--- src/rtl/pds_pkg.sv ---
// Shared types for the power sequencer: top-level states and stop stages.
package pds_pkg;
    typedef enum logic [2:0] {
        ST_WAIT  = 3'd0,   // waiting for power-good
        ST_DELAY = 3'd1,   // settling delay before release
        ST_RUN   = 3'd2,   // outputs running
        ST_STOP  = 3'd3,   // ordered falling-edge shutdown
        ST_PD    = 3'd4    // powered down, PLL off
    } seq_state_t;

    typedef enum logic [1:0] {
        STG_FIRST  = 2'd0,
        STG_SECOND = 2'd1,
        STG_REST   = 2'd2
    } stop_stage_t;
endpackage

--- src/rtl/pds_sync.sv ---
// Multi-bit level synchroniser. Each bit is an independent slow level;
// no bus coherency is assumed. Reset loads RST_VAL (the inactive level).
module pds_sync #(
    parameter int              W       = 2,
    parameter int              STAGES  = 2,
    parameter logic [W-1:0]    RST_VAL = '1
) (
    input  logic         clk,
    input  logic         rst_n,
    input  logic [W-1:0] d,
    output logic [W-1:0] q
);
    logic [W-1:0] chain [STAGES];

    // Shift the asynchronous inputs through STAGES flops.
    always_ff @(posedge clk) begin
        if (!rst_n) begin
            for (int s = 0; s < STAGES; s++) chain[s] <= RST_VAL;
        end else begin
            chain[0] <= d;
            for (int s = 1; s < STAGES; s++) chain[s] <= chain[s-1];
        end
    end

    assign q = chain[STAGES-1];
endmodule

--- src/rtl/pds_pd_qualify.sv ---
// Power-down qualifier. Counts consecutive rising edges of the CPU
// complement clock at which the synchronised request is low. Assumes
// cpuc is sampled by clk and each of its half periods covers at least one
// clk cycle.
module pds_pd_qualify #(
    parameter int EDGES = 2
) (
    input  logic clk,
    input  logic rst_n,
    input  logic pd_n_s,
    input  logic cpuc,
    output logic pd_req
);
    localparam int QW = $clog2(EDGES + 1);

    logic          cpuc_q;
    logic [QW-1:0] low_cnt;
    logic          c_rise;

    assign c_rise = cpuc & ~cpuc_q;
    assign pd_req = (low_cnt == QW'(EDGES));

    // Remember the last sampled complement level for edge detection.
    always_ff @(posedge clk) begin
        if (!rst_n) cpuc_q <= 1'b0;
        else        cpuc_q <= cpuc;
    end

    // Count low samples at consecutive rising edges; a high sample clears.
    always_ff @(posedge clk) begin
        if (!rst_n)
            low_cnt <= '0;
        else if (c_rise) begin
            if (pd_n_s)            low_cnt <= '0;
            else if (!pd_req)      low_cnt <= low_cnt + 1'b1;
        end
    end

    // the request can only appear at a complement rising edge with the pin low.
    a_r4_qualified_edge: assert property (@(posedge clk) disable iff (!rst_n)
        $rose(pd_req) |-> ($past(c_rise) && !$past(pd_n_s)));
endmodule

--- src/rtl/pds_clk_gate.sv ---
// Glitch-free gate for one non-CPU clock. It starts only while the source
// is low and stops only on a sampled falling edge of the source, so every
// passed pulse is whole. The source is oversampled by clk.
module pds_clk_gate (
    input  logic clk,
    input  logic rst_n,
    input  logic clk_src,
    input  logic start,     // allowed to run
    input  logic arm,       // stop at the next falling edge
    output logic clk_gated,
    output logic stopped
);
    logic src_q;
    logic on_q;
    logic fall;

    assign fall      = src_q & ~clk_src;
    assign clk_gated = clk_src & on_q;
    assign stopped   = ~on_q;

    // Track the previous source level for falling-edge detection.
    always_ff @(posedge clk) begin
        if (!rst_n) src_q <= 1'b0;
        else        src_q <= clk_src;
    end

    // Open while the source is low; close on an armed falling edge.
    always_ff @(posedge clk) begin
        if (!rst_n)
            on_q <= 1'b0;
        else if (!on_q && start && !clk_src)
            on_q <= 1'b1;
        else if (on_q && arm && fall)
            on_q <= 1'b0;
    end

    // the gate changes only while the source is low.
    a_r6_open_low: assert property (@(posedge clk) disable iff (!rst_n)
        $rose(on_q) |-> !$past(clk_src));
    a_r6_close_low: assert property (@(posedge clk) disable iff (!rst_n)
        $fell(on_q) |-> !$past(clk_src));
endmodule

--- src/rtl/pds_sequencer.sv ---
// Power-down / power-up sequencer for a clock generator.
// Power-up: wait for power-good low, latch the straps once, count DELAY_CYC
// reference cycles, then release the outputs. Power-down: a qualified
// request stops clk_in[0], then clk_in[1], then the rest, each on its own
// falling edge. The CPU pair is parked at once, and the PLL is switched off
// after the last stop. Assumes NCLK >= 3 and that all inputs are sampled
// by clk.
module pds_sequencer
    import pds_pkg::*;
#(
    parameter int NCLK       = 6,
    parameter int DELAY_CYC  = 3580,
    parameter int QUAL_EDGES = 2,
    parameter int STRAP_W    = 4
) (
    input  logic               clk,
    input  logic               rst_n,
    input  logic               pd_n_pin,
    input  logic               vtt_pg_n,
    input  logic               cpu_t_in,
    input  logic               cpu_c_in,
    input  logic [NCLK-1:0]    clk_in,
    input  logic               cfg_pd_tri,
    input  logic               cfg_stop_tri,
    input  logic [STRAP_W-1:0] straps_in,
    output logic [NCLK-1:0]    clk_out,
    output logic               cpu_t_out,
    output logic               cpu_c_out,
    output logic               cpu_t_oe,
    output logic               cpu_c_oe,
    output logic               cpu_drv2x,
    output logic               pll_off,
    output logic               out_en,
    output logic [STRAP_W-1:0] straps_q
);
    localparam int CW = $clog2(DELAY_CYC + 1);

    seq_state_t   state;
    stop_stage_t  stg;
    logic [CW-1:0] cnt;
    logic          pd_n_s, pg_n_s, pd_req;
    logic [NCLK-1:0] stopped;
    logic [NCLK-1:0] arm;
    logic          park_tri;

    pds_sync #(.W(2), .STAGES(2), .RST_VAL(2'b11)) u_sync (
        .clk(clk), .rst_n(rst_n),
        .d({pd_n_pin, vtt_pg_n}), .q({pd_n_s, pg_n_s})
    );

    pds_pd_qualify #(.EDGES(QUAL_EDGES)) u_qual (
        .clk(clk), .rst_n(rst_n), .pd_n_s(pd_n_s), .cpuc(cpu_c_in), .pd_req(pd_req)
    );

    // One gate per non-CPU clock; the stage that arms it depends on its index.
    for (genvar i = 0; i < NCLK; i++) begin : g_gate
        if (i == 0) begin : g_first
            assign arm[i] = (state == ST_STOP) && (stg == STG_FIRST);
        end else if (i == 1) begin : g_second
            assign arm[i] = (state == ST_STOP) && (stg == STG_SECOND);
        end else begin : g_rest
            assign arm[i] = (state == ST_STOP) && (stg == STG_REST);
        end
        pds_clk_gate u_gate (
            .clk(clk), .rst_n(rst_n), .clk_src(clk_in[i]),
            .start(state == ST_RUN), .arm(arm[i]),
            .clk_gated(clk_out[i]), .stopped(stopped[i])
        );
    end

    // Sequencer state, stop stage, delay counter and strap capture.
    always_ff @(posedge clk) begin
        if (!rst_n) begin
            state    <= ST_WAIT;
            stg      <= STG_FIRST;
            cnt      <= '0;
            straps_q <= '0;
        end else begin
            case (state)
                ST_WAIT: if (!pg_n_s) begin
                    straps_q <= straps_in;
                    cnt      <= '0;
                    state    <= ST_DELAY;
                end
                ST_DELAY: begin
                    if (cnt == CW'(DELAY_CYC - 1)) state <= ST_RUN;
                    else                           cnt   <= cnt + 1'b1;
                end
                ST_RUN: if (pd_req && !pd_n_s) begin
                    stg   <= STG_FIRST;
                    state <= ST_STOP;
                end
                ST_STOP: begin
                    case (stg)
                        STG_FIRST:  if (stopped[0]) stg <= STG_SECOND;
                        STG_SECOND: if (stopped[1]) stg <= STG_REST;
                        default:    if (&stopped)   state <= ST_PD;
                    endcase
                end
                ST_PD: if (pd_n_s) begin
                    cnt   <= '0;
                    state <= ST_DELAY;
                end
                default: state <= ST_WAIT;
            endcase
        end
    end

    assign out_en   = (state == ST_RUN);
    assign pll_off  = (state == ST_PD) || (state == ST_WAIT);
    assign park_tri = cfg_pd_tri | cfg_stop_tri;

    // CPU pair: follow the PLL while running, otherwise park or float.
    always_comb begin
        if (state == ST_RUN) begin
            cpu_t_out = cpu_t_in;  cpu_c_out = cpu_c_in;
            cpu_t_oe  = 1'b1;      cpu_c_oe  = 1'b1;
            cpu_drv2x = 1'b0;
        end else if (park_tri) begin
            cpu_t_out = 1'b0;      cpu_c_out = 1'b0;
            cpu_t_oe  = 1'b0;      cpu_c_oe  = 1'b0;
            cpu_drv2x = 1'b0;
        end else begin
            cpu_t_out = 1'b1;      cpu_c_out = 1'b0;
            cpu_t_oe  = 1'b1;      cpu_c_oe  = 1'b0;
            cpu_drv2x = 1'b1;
        end
    end

    // a later stage starts only after the earlier gates have closed.
    a_r5_second_after_first: assert property (@(posedge clk) disable iff (!rst_n)
        (state == ST_STOP && stg != STG_FIRST) |-> stopped[0]);
    a_r5_rest_after_second: assert property (@(posedge clk) disable iff (!rst_n)
        (state == ST_STOP && stg == STG_REST) |-> (stopped[1] && stopped[0]));
    // with the PLL off after a power-down, every gated clock is quiet.
    a_r9_quiet_when_off: assert property (@(posedge clk) disable iff (!rst_n)
        (state == ST_PD) |-> (clk_out == '0 && pll_off));
    // the straps are frozen once capture has happened.
    a_r3_straps_frozen: assert property (@(posedge clk) disable iff (!rst_n)
        (state != ST_WAIT) |=> $stable(straps_q));
    // a released pin in power-down turns the PLL back on next cycle.
    a_r10_pll_back_on: assert property (@(posedge clk) disable iff (!rst_n)
        (state == ST_PD && pd_n_s) |=> !pll_off);
    // the CPU pair never drives outside the running state when tri-stating is selected.
    a_r8_cpu_float: assert property (@(posedge clk) disable iff (!rst_n)
        (!out_en && park_tri) |-> !(cpu_t_oe || cpu_c_oe));
endmodule

--- config.mk ---
export PLATFORM = sky130hd
export DESIGN_NAME = pds_sequencer
export DESIGN_NICKNAME = d
export VERILOG_FILES = /design/src/rtl/pds_pkg.sv /design/src/rtl/pds_sync.sv /design/src/rtl/pds_pd_qualify.sv /design/src/rtl/pds_clk_gate.sv /design/src/rtl/pds_sequencer.sv
export SDC_FILE = /design/constraint.sdc
export NUM_CORES = 1
export LEC_CHECK = 0
export BUFFER_PORTS_ARGS = -buffer_cell sky130_fd_sc_hd__buf_2
export CAP_MARGIN = 20
export CORE_MARGIN = 2
export CORE_UTILIZATION = 45
export DETAILED_ROUTE_END_ITERATION = 12
export PLACE_DENSITY_LB_ADDON = 0.2
export SLEW_MARGIN = 5
export SYNTH_ARGS = -nofsm -noshare
export SYNTH_HDL_FRONTEND = slang
export SYNTH_SLANG_ARGS = --single-unit
--- constraint.sdc ---
create_clock -name clk -period 1.7 [get_ports clk]
set_input_delay 0 -clock clk [delete_from_list [all_inputs] [get_ports clk]]
set_output_delay 0 -clock clk [all_outputs]
set_load 0.02 [all_outputs]
== Word level (Yosys, flattened, before mapping) ==
Memory sizes are Yosys's and may differ from the RTL's.
Cells that the tools add are included.
Widths: inputs -> output; s select.

* Flip-flop bits (word level): 36
* Bits in writable memories: 4
* Bits of input ports: 18
* Output and inout port bits: 17
* Word-level logic and storage cells: 169
* Memories kept: 1

* $add $sub $neg: 2
* Eq/ne operators: 19
* Mux-type cells: 40
* Bitwise logic cells: 30
* Reduce and logical (&&, ||, !) cells: 59

{| class="wikitable"
|+ Memory list
! name !! depth !! bits a word !! read ports !! clocked after memory_dff !! write ports !! RTL line !! text
|-
| u_sync.chain || 2 || 2 || 2 || 0 || 2 || pds_sync.sv:13 || <nowiki>logic [W-1:0] chain [STAGES];</nowiki>
|}

{| class="wikitable"
|+ Operators with widths
! operator !! count
|-
| $mux 12 || 3
|-
| $pmux 12 s3 || 1
|-
| $logic_and 1x1->1 || 28
|-
| $mux 1 || 20
|-
| $mux 3 || 6
|-
| $pmux 3 s5 || 1
|-
| $mux 2 || 7
|-
| $not 1->1 || 14
|-
| $reduce_bool 2->1 || 7
|-
| $and 1x1->1 || 13
|-
| $logic_not 1->1 || 13
|-
| $add 12x1->12 const B || 1
|-
| $eq 12x12->1 const B || 1
|-
| $reduce_and 6->1 || 2
|-
| $ne 2x2->1 const B || 5
|-
| $pmux 2 s2 || 2
|-
| $eq 3x2->1 const B || 2
|-
| $ne 2x1->1 const B || 3
|-
| $ne 3x3->1 const B || 2
|-
| $reduce_and 5->1 || 1
|-
| $eq 2x2->1 const B || 2
|-
| $reduce_and 2->1 || 2
|-
| $reduce_and 4->1 || 1
|-
| $eq 3x1->1 const B || 1
|-
| other kinds (10) || 12
|}

== Longest topological paths before layout ==
Gate-level depths: netlist (run 1).

* Depth in word-level cells: 6
* Mapped depth: 8
* Depth with buffers taken out: 7

== Cells and area by module ==
From an unflattened synthesis (run 1), not the netlist that was laid out.

* Cell total of the unflattened synthesis: 217
* Area, all modules: 1974.4 sq um

{| class="wikitable"
|+ Modules (own cells, without submodules)
! module !! instances !! cells an instance !! area an instance (sq um) !! seq. area each (sq um)
|-
| pds_sequencer || 1 || 143 || 1209.9 || 420.4
|-
| pds_clk_gate || 6 || 8 || 83.8 || 40.0
|-
| pds_pd_qualify || 1 || 16 || 141.4 || 60.1
|-
| pds_sync || 1 || 10 || 120.1 || 80.1
|}

== Worst setup path after synthesis (run 1) ==
Ideal clock, no wire load.

* Path type: flip-flop to output port
* Start: reg state[2]
* End: out cpu_t_out
* Arrival time: 1.735 ns
* Required time: 1.700 ns
* Path slack: -0.035 ns
* Stages on the path, launching flop included: 7
* Path buffers: 1
* Path through: dfxtp_1 > nand2b_1 > nand2b_1 > clkbuf_1 > inv_1 > nor3_1 > a21o_1

* Longest elaborated chain between the ends: 2

{| class="wikitable"
|+ Ends and longest elaborated chain
! element !! RTL line !! text
|-
| from (decl) || pds_sequencer.sv:38 || <nowiki>seq_state_t state;</nowiki>
|-
| from (signal assigned) || pds_sequencer.sv:74 || <nowiki>state <= ST_WAIT;</nowiki>
|-
| from (signal assigned) || pds_sequencer.sv:83 || <nowiki>state <= ST_DELAY;</nowiki>
|-
| from (signal assigned) || pds_sequencer.sv:86 || <nowiki>if (cnt == CW'(DELAY_CYC - 1)) state <= ST_RUN;</nowiki>
|-
| $eq 3x2->1 || pds_sequencer.sv:115 || <nowiki>if (state == ST_RUN) begin</nowiki>
|-
| $mux 1 || pds_sequencer.sv:115 ||
|-
| to (decl) || pds_sequencer.sv:27 || <nowiki>output logic cpu_t_out,</nowiki>
|}

No other way between the ends.

== Final worst setup path (run 1) ==
* Start: reg cnt[0]
* End: reg cnt[10]

* Longest elaborated chain between the ends: 3
* Elaborated cells on any way between the ends: 6
* Those cells by class: add/sub: 1; eq/ne: 2; mux: 2; reduce/logical: 1

{| class="wikitable"
|+ Ends and longest elaborated chain
! element !! RTL line !! text
|-
| from (decl) || pds_sequencer.sv:40 || <nowiki>logic [CW-1:0] cnt;</nowiki>
|-
| from (signal assigned) || pds_sequencer.sv:87 || <nowiki>else cnt <= cnt + 1'b1;</nowiki>
|-
| $add 12x1->12 / $eq 12x12->1 (equally long branches) || pds_sequencer.sv:87, pds_sequencer.sv:86 ||
|-
| $mux 12 / $ne 2x2->1 (equally long branches) || -- ||
|-
| $pmux 12 s3 / $reduce_and 4->1 (equally long branches) || -- ||
|}

Parallel ways exist; a longest one is shown, timed or not. The select of a mux whose other input is x is not followed.
A chain may end at the register's enable or synchronous reset.

==> impl_metrics.env, run 1 <==
export IMPL_drc_errors=0
export IMPL_final_common_cell="dfxtp_1"
export IMPL_power_mw=2.02
export IMPL_vdd_ir_drop_max_mv=0.550
export IMPL_die_w_um=69.2
export IMPL_finalNetCount=303
export IMPL_drv_cap=0
export IMPL_avgSynthCellArea_um2=8.11
export IMPL_final_core_util_pct=59.4
export IMPL_drive_above_1_share_pct=23.9
export IMPL_rows=23
export IMPL_synth_top_cell_area_share_pct=41.8
export IMPL_syn_area_um2=1910
export IMPL_yosys_top_cells_area="dfxtp_1 (42%), nor2_1 (5.9%), o21ai_0 (5.8%)"
export IMPL_io_pins=35
export IMPL_drv_slew=0
export IMPL_required_ns=1.93
export IMPL_finClkSkew_ns=0.00602
export IMPL_postLayoutSetupSlackWorst_ns=0.121
export IMPL_synthToLayoutAreaGrowth_pct=25.9
export IMPL_start_kind="flop"
export IMPL_final_cell_mix="dfxtp_1 (37), buf_2 (34), nor2_1 (29), o21ai_0 (22), a21oi_1 (16)"
export IMPL_setup_violations=0
export IMPL_synth_seq_cells=40
export IMPL_vias=1765
export IMPL_worstPathArrival_ns=1.81
export IMPL_syn_nets=256
export IMPL_cts_max_path_buffers=2
export IMPL_dp_hpwl_mm=2.91
export IMPL_power_density_nw_per_um2=840
export IMPL_status="finished, final reports clean"
export IMPL_root_buffer="clkbuf_8"
export IMPL_cts_clk_slew_worst_paths_ns=0.08
export IMPL_tritoncts="yes"
export IMPL_viasPerCell=5.28
export IMPL_start_util_pct=47.2
export IMPL_first_global_vias=1653
export IMPL_coreArea_um2=4060
export IMPL_placed_cell_area_um2=2120
export IMPL_postSynthCellCount=236
export IMPL_yosysWarnings=0
export IMPL_clkSinkCount=40
export IMPL_wl_per_cell_um=13.1
export IMPL_ys_types=41
export IMPL_grt_pass1_wl_mm=7.38
export IMPL_diodes=0
export IMPL_grt_max_degree=27
export IMPL_port_buffers=34
export IMPL_finalCritPeriodShare_pct=92.9
export IMPL_die_h_um=69.2
export IMPL_p_leak_nw=1.00
export IMPL_ant_nets=0
export IMPL_worstSkewPairLatency_ns=0.30
export IMPL_htree_levels=2
export IMPL_hold_path_class="input pin to flop"
export IMPL_relSlewSlack_pct=75.2
export IMPL_cts_made_buffers=5
export IMPL_place_ws_ns=0.00594
export IMPL_firstDrtPassIters=4
export IMPL_post_route_cell_area_um2=2410
export IMPL_seq_area_frac_synth_pct=41.8
export IMPL_grt_overflow=0
export IMPL_grtUsageTotal_pct=18.9
export IMPL_setup_tns_ns=0
export IMPL_synth_area_leader_cell="dfxtp_1"
export IMPL_hold_viol=0
export IMPL_worst_path_max_fanout=5
export IMPL_drt_iter0_markers=76
export IMPL_period_minus_slack_ns=1.58
export IMPL_gp_congestion=0.796
export IMPL_criticalPathCategory="flop to flop"
export IMPL_antenna_found_initial=0
export IMPL_fmax_mhz=633
export IMPL_drt_total_wl_mm=4.38
export IMPL_die_area_um2=4790
export IMPL_worstSetupEndpointType="flop"
export IMPL_worst_slew_pin_slew_ns=0.371
final timing paths:
path / startpoint / end / slack [ns] / cells past startpoint
max: cnt[0] / cnt[10] / 0.12 / 6
max reg2reg: cnt[0] / cnt[10] / 0.12 / 6
min: rst_n / g_gate[2].u_gate.src_q / 0.09 / 3
min reg2reg: u_sync.chain[0][0] / u_sync.chain[0][2] / 0.41 / 1
cells in the mapped netlist:
master / n
o211a_1: 1
o211ai_1: 1
buf_4: 7
a41o_1: 1
a31oi_1: 9
buf_6: 3
clkbuf_1: 8
or3_4: 1
nand3b_1: 1
or4_1: 2
dfxtp_1: 40
mux2i_1: 4
nand4bb_1: 1
nor4_2: 1
clkbuf_2: 1
and4_1: 1
o32ai_1: 1
a21oi_1: 16
nand3_1: 8
nand4_1: 4
inv_2: 1
nor2b_1: 1
ha_1: 2
buf_1: 1
nor2_1: 30
a41oi_1: 5
nor4b_1: 1
nand2b_1: 9
nor3_1: 5
or3_1: 2
o21ai_0: 22
a211oi_1: 2
inv_1: 9
and2_1: 12
nor4bb_1: 1
nor4_1: 2
nor3b_1: 1
nand2_1: 15
nand4b_1: 1
o22ai_1: 1
a21o_1: 2
stage by stage:
step	hold slack, ns	std cells
3_5_place_dp	0.191	312
4_1_cts	0.0932	333
5_1_grt	0.137	334
2_1_floorplan	0.0548	236
6_report	0.0886	334
3_3_place_gp	0.188	312
cell type report:
class / instances / area, µm²
clock buffers: 6 / 82.6
clock inverters: 2 / 15.0
inverters: 10 / 37.5
multi-input cells: 166 / 1000
well taps: 50 / 62.6
repair buffers: 60 / 398
fillers: 361 / 1650
flip-flops and latches: 40 / 810
power by group:
group | internal (mW) | switching, mW
Combinational | 0.152 | 0.219
Clock | 0.328 | 0.341
Sequential | 0.965 | 0.0181
Total | 1.45 | 0.578
flip-flops by register name, summed over array words and instances, names as in the netlist:
| signal | flops |
|---|---|
| state | 3 |
| cnt | 12 |
| straps_q | 4 |
| u_qual.low_cnt | 2 |
| stg | 2 |
| g_gate.u_gate.on_q | 6 |
| u_qual.cpuc_q | 1 |
| u_sync.chain | 4 |
| g_gate.u_gate.src_q | 6 |
repair_timing:
item | in CTS | in global routing
endpoints found under the setup margin | 5 | 12
hold endpoints to repair | 15 | 0
setup buffers | 0 | 1
hold buffers | 13 | 0
pin swaps | 0 | 0
resized for setup | 3 | 10
worst max-delay path, stage by stage (launching register included):
cell and delay, ns:
dfxtp_2 0.34, ha_1 0.20, and2_1 0.20, nand4bb_4 0.13
nand2_2 0.09, or4_1 0.46, o21ai_0 0.08
metal layers:
layer / track usage (%) / share of wire [%]
met1: 24.5 / 50
met5: 0 / 0
met3: 5.67 / 2.8
met2: 29.3 / 46
met4: 7.84 / 1.5
cells by family after synthesis:
kind of cell	share of synthesized area [%]
buffers and inverters	8.50
muxes	2.09
DFF	41.8
and+or+nand+nor	27.3
AOI/OAI and AO/OA	19.0
adders and majority gates	1.31
Note: power is estimated with default switching activity, not from simulation.
==> run 2: changes to the inputs <==
ABC_AREA = 1   (was not set)
CORE_MARGIN = 1.5   (was 2)
SYNTH_HIERARCHICAL = 1   (was not set)
==> impl_metrics.env, run 2 <==
export IMPL_finalCritPeriodShare_pct=90.6
export IMPL_io_pins=35
export IMPL_drv_cap=0
export IMPL_worst_slew_pin_slew_ns=0.332
export IMPL_place_ws_ns=0.0645
export IMPL_viasPerCell=4.48
export IMPL_power_switching_mw=1.40
export IMPL_grt_pass1_wl_mm=7.98
export IMPL_post_route_cell_area_um2=2750
export IMPL_synth_edf_count=0
export IMPL_seq_area_frac_synth_pct=35.7
export IMPL_p_comb_share_pct=42.7
export IMPL_postSynth_asyncResetShare_pct=0
export IMPL_required_ns=1.89
export IMPL_synth_top_cell_area_share_pct=35.7
export IMPL_cts_made_buffers=5
export IMPL_synth_area_leader_cell="dfxtp_1"
export IMPL_power_density_nw_per_um2=1250
export IMPL_ys_types=27
export IMPL_cts_max_path_buffers=2
export IMPL_p_int_mw=2.02
export IMPL_worstSetupEndpointType="flop"
export IMPL_p_leak_nw=1.40
export IMPL_worstPathArrival_ns=1.73
export IMPL_syn_nets=373
export IMPL_start_kind="flop"
export IMPL_largest_reg_flops=12
export IMPL_fmax_mhz=650
export IMPL_power_frac_seq_pct=34.6
export IMPL_postSynthCellCount=353
export IMPL_antenna_found_initial=0
export IMPL_worst_path_max_fanout=10
export IMPL_clockPowerShare_pct=22.7
export IMPL_ant_nets=0
export IMPL_drc_errors=0
export IMPL_synth_most_common_cell="nand2_1"
export IMPL_port_buffers=34
export IMPL_hold_viol=0
export IMPL_hold_path_class="input pin to flop"
export IMPL_top_register="cnt"
export IMPL_coreArea_um2=4750
export IMPL_diodes=0
export IMPL_tritoncts="yes"
export IMPL_drv_slew=0
export IMPL_gp_congestion=0.816
export IMPL_grt_overflow=0
export IMPL_cts_clk_slew_worst_paths_ns=0.08
export IMPL_finClkSkew_ns=0.0123
export IMPL_placed_cell_area_um2=2490
export IMPL_yosysWarnings=6
export IMPL_grt_max_degree=21
export IMPL_worstSkewPairLatency_ns=0.30
export IMPL_yosys_top_cells_area="dfxtp_1 (36%), nand2_1 (19%), nor2_1 (9.4%)"
export IMPL_synthToLayoutAreaGrowth_pct=22.8
export IMPL_final_common_cell="nand2_1"
export IMPL_status="finished, final reports clean"
export IMPL_die_h_um=73.6
export IMPL_criticalPathCategory="flop to flop"
export IMPL_holdWs_ns=0.0465
export IMPL_dp_hpwl_mm=3.30
export IMPL_drt_total_wl_mm=4.64
export IMPL_ys_top_cells_by_count="nand2_1 (112), nor2_1 (56), inv_1 (55)"
export IMPL_drt_iter0_markers=111
export IMPL_power_mw=3.43
export IMPL_root_buffer="clkbuf_8"
export IMPL_syn_area_um2=2240
export IMPL_die_area_um2=5410
export IMPL_vdd_ir_drop_max_mv=0.685
export IMPL_die_w_um=73.6
export IMPL_firstDrtPassIters=4
export IMPL_wl_per_cell_um=9.75
export IMPL_vias=2133
export IMPL_drive_above_1_share_pct=22.2
export IMPL_setup_violations=0
export IMPL_clkSinkCount=40
export IMPL_postLayoutSetupSlackWorst_ns=0.160
export IMPL_switching_share_pct=40.9
export IMPL_finalNetCount=428
export IMPL_final_cell_mix="nand2_1 (112), nor2_1 (56), inv_1 (55), dfxtp_1 (38), buf_2 (34)"
export IMPL_grtUsageTotal_pct=18.9
export IMPL_start_util_pct=47.1
export IMPL_first_global_vias=1940
export IMPL_period_minus_slack_ns=1.54
export IMPL_synth_flop_cell="dfxtp_1"
export IMPL_reg_top3="cnt (12), g_gate.u_gate/on_q (6), g_gate.u_gate/src_q (6)"
export IMPL_final_core_util_pct=57.9
export IMPL_avgSynthCellArea_um2=6.35
export IMPL_relSlewSlack_pct=77.9
export IMPL_htree_levels=2
export IMPL_synth_seq_cells=40
export IMPL_rows=25
[run 2: cell types whose count changed after synthesis, moves of 7 or more]
cell,change
a31oi_1,-9
and2_1,-12
clkbuf_1,-8
inv_1,+46
inv_2,+7
nand2_1,+97
nand2b_1,-9
nand3_1,+8
nand3_2,+10
nor2_1,+26
nor2_2,+10
o21ai_0,-15
[run 2: layout make-up]
class                      instances  area [µm²]
sequential                        40         803
tap                               67        83.8
clock inverter                     3        42.5
fill                             472        2000
timing repair buffer              54         353
clock buffer                       5        68.8
multi-input combinational        243        1160
inverter                          64         243
[run 2: power by group through the flow]
stage                     registers [mW]  clock network, mW  logic, mW
after floorplan                     1.19                  0       1.11
after global placement              1.20                  0       1.35
after detailed placement            1.20                  0       1.37
after CTS                           1.18              0.801       1.40
after global routing                1.20              0.839       1.65
final                               1.18              0.778       1.46
[run 2: per-stage QoR]
stage                     TNS (ns)  instances
after floorplan                  0        353
after global routing      -0.00617        476
after CTS                        0        476
final                            0        476
after global placement           0        455
after detailed placement         0        455
[run 2: kinds of logic (layout without fill, tap and decap cells)]
group           after synthesis  after routing  share of synthesized area (%)
fa+ha+maj                     2              2                           1.12
buf+inv                      70            126                           13.3
simple gates                219            219                           44.5
compound gates               21             21                           4.91
flops                        40             40                           35.7
xor+xnor                      1              1                          0.391
[run 2: what timing repair did]
item	4_1_cts	5_1_grt
buffers inserted	0	0
hold endpoints to repair	13	0
setup endpoints to repair	0	9
gates resized for setup	0	5
hold buffers	13	0
[run 2: final timing paths]
check	startpoint	to	slack [ns]	depth (start not counted)
min	rst_n	u_sync/chain[0][0]	0.05	2
max reg2reg	cnt[0]	cnt[1]	0.16	10
min reg2reg	u_sync/chain[0][0]	u_sync/chain[0][2]	0.41	2
max	cnt[0]	cnt[1]	0.16	10
[run 2: critical path, stage by stage, from the launching register on]
cell and delay [ns]:
dfxtp_2 0.36, ha_2 0.21, nand2_1 0.06, nor2_1 0.13, nand3_2 0.10, nand2_4 0.10
nand2_4 0.13, nand2_8 0.12, inv_1 0.08, nor2_1 0.10, nor2_1 0.05
[run 2: routing by layer]
layer	vias to the layer above	global-route usage (%)	wire length (µm)
met4	0	5.56	68
met3	7	4.53	229
li1	1166	-	-
met2	58	31.2	2010
met5	-	0	0
met1	902	24.4	2330
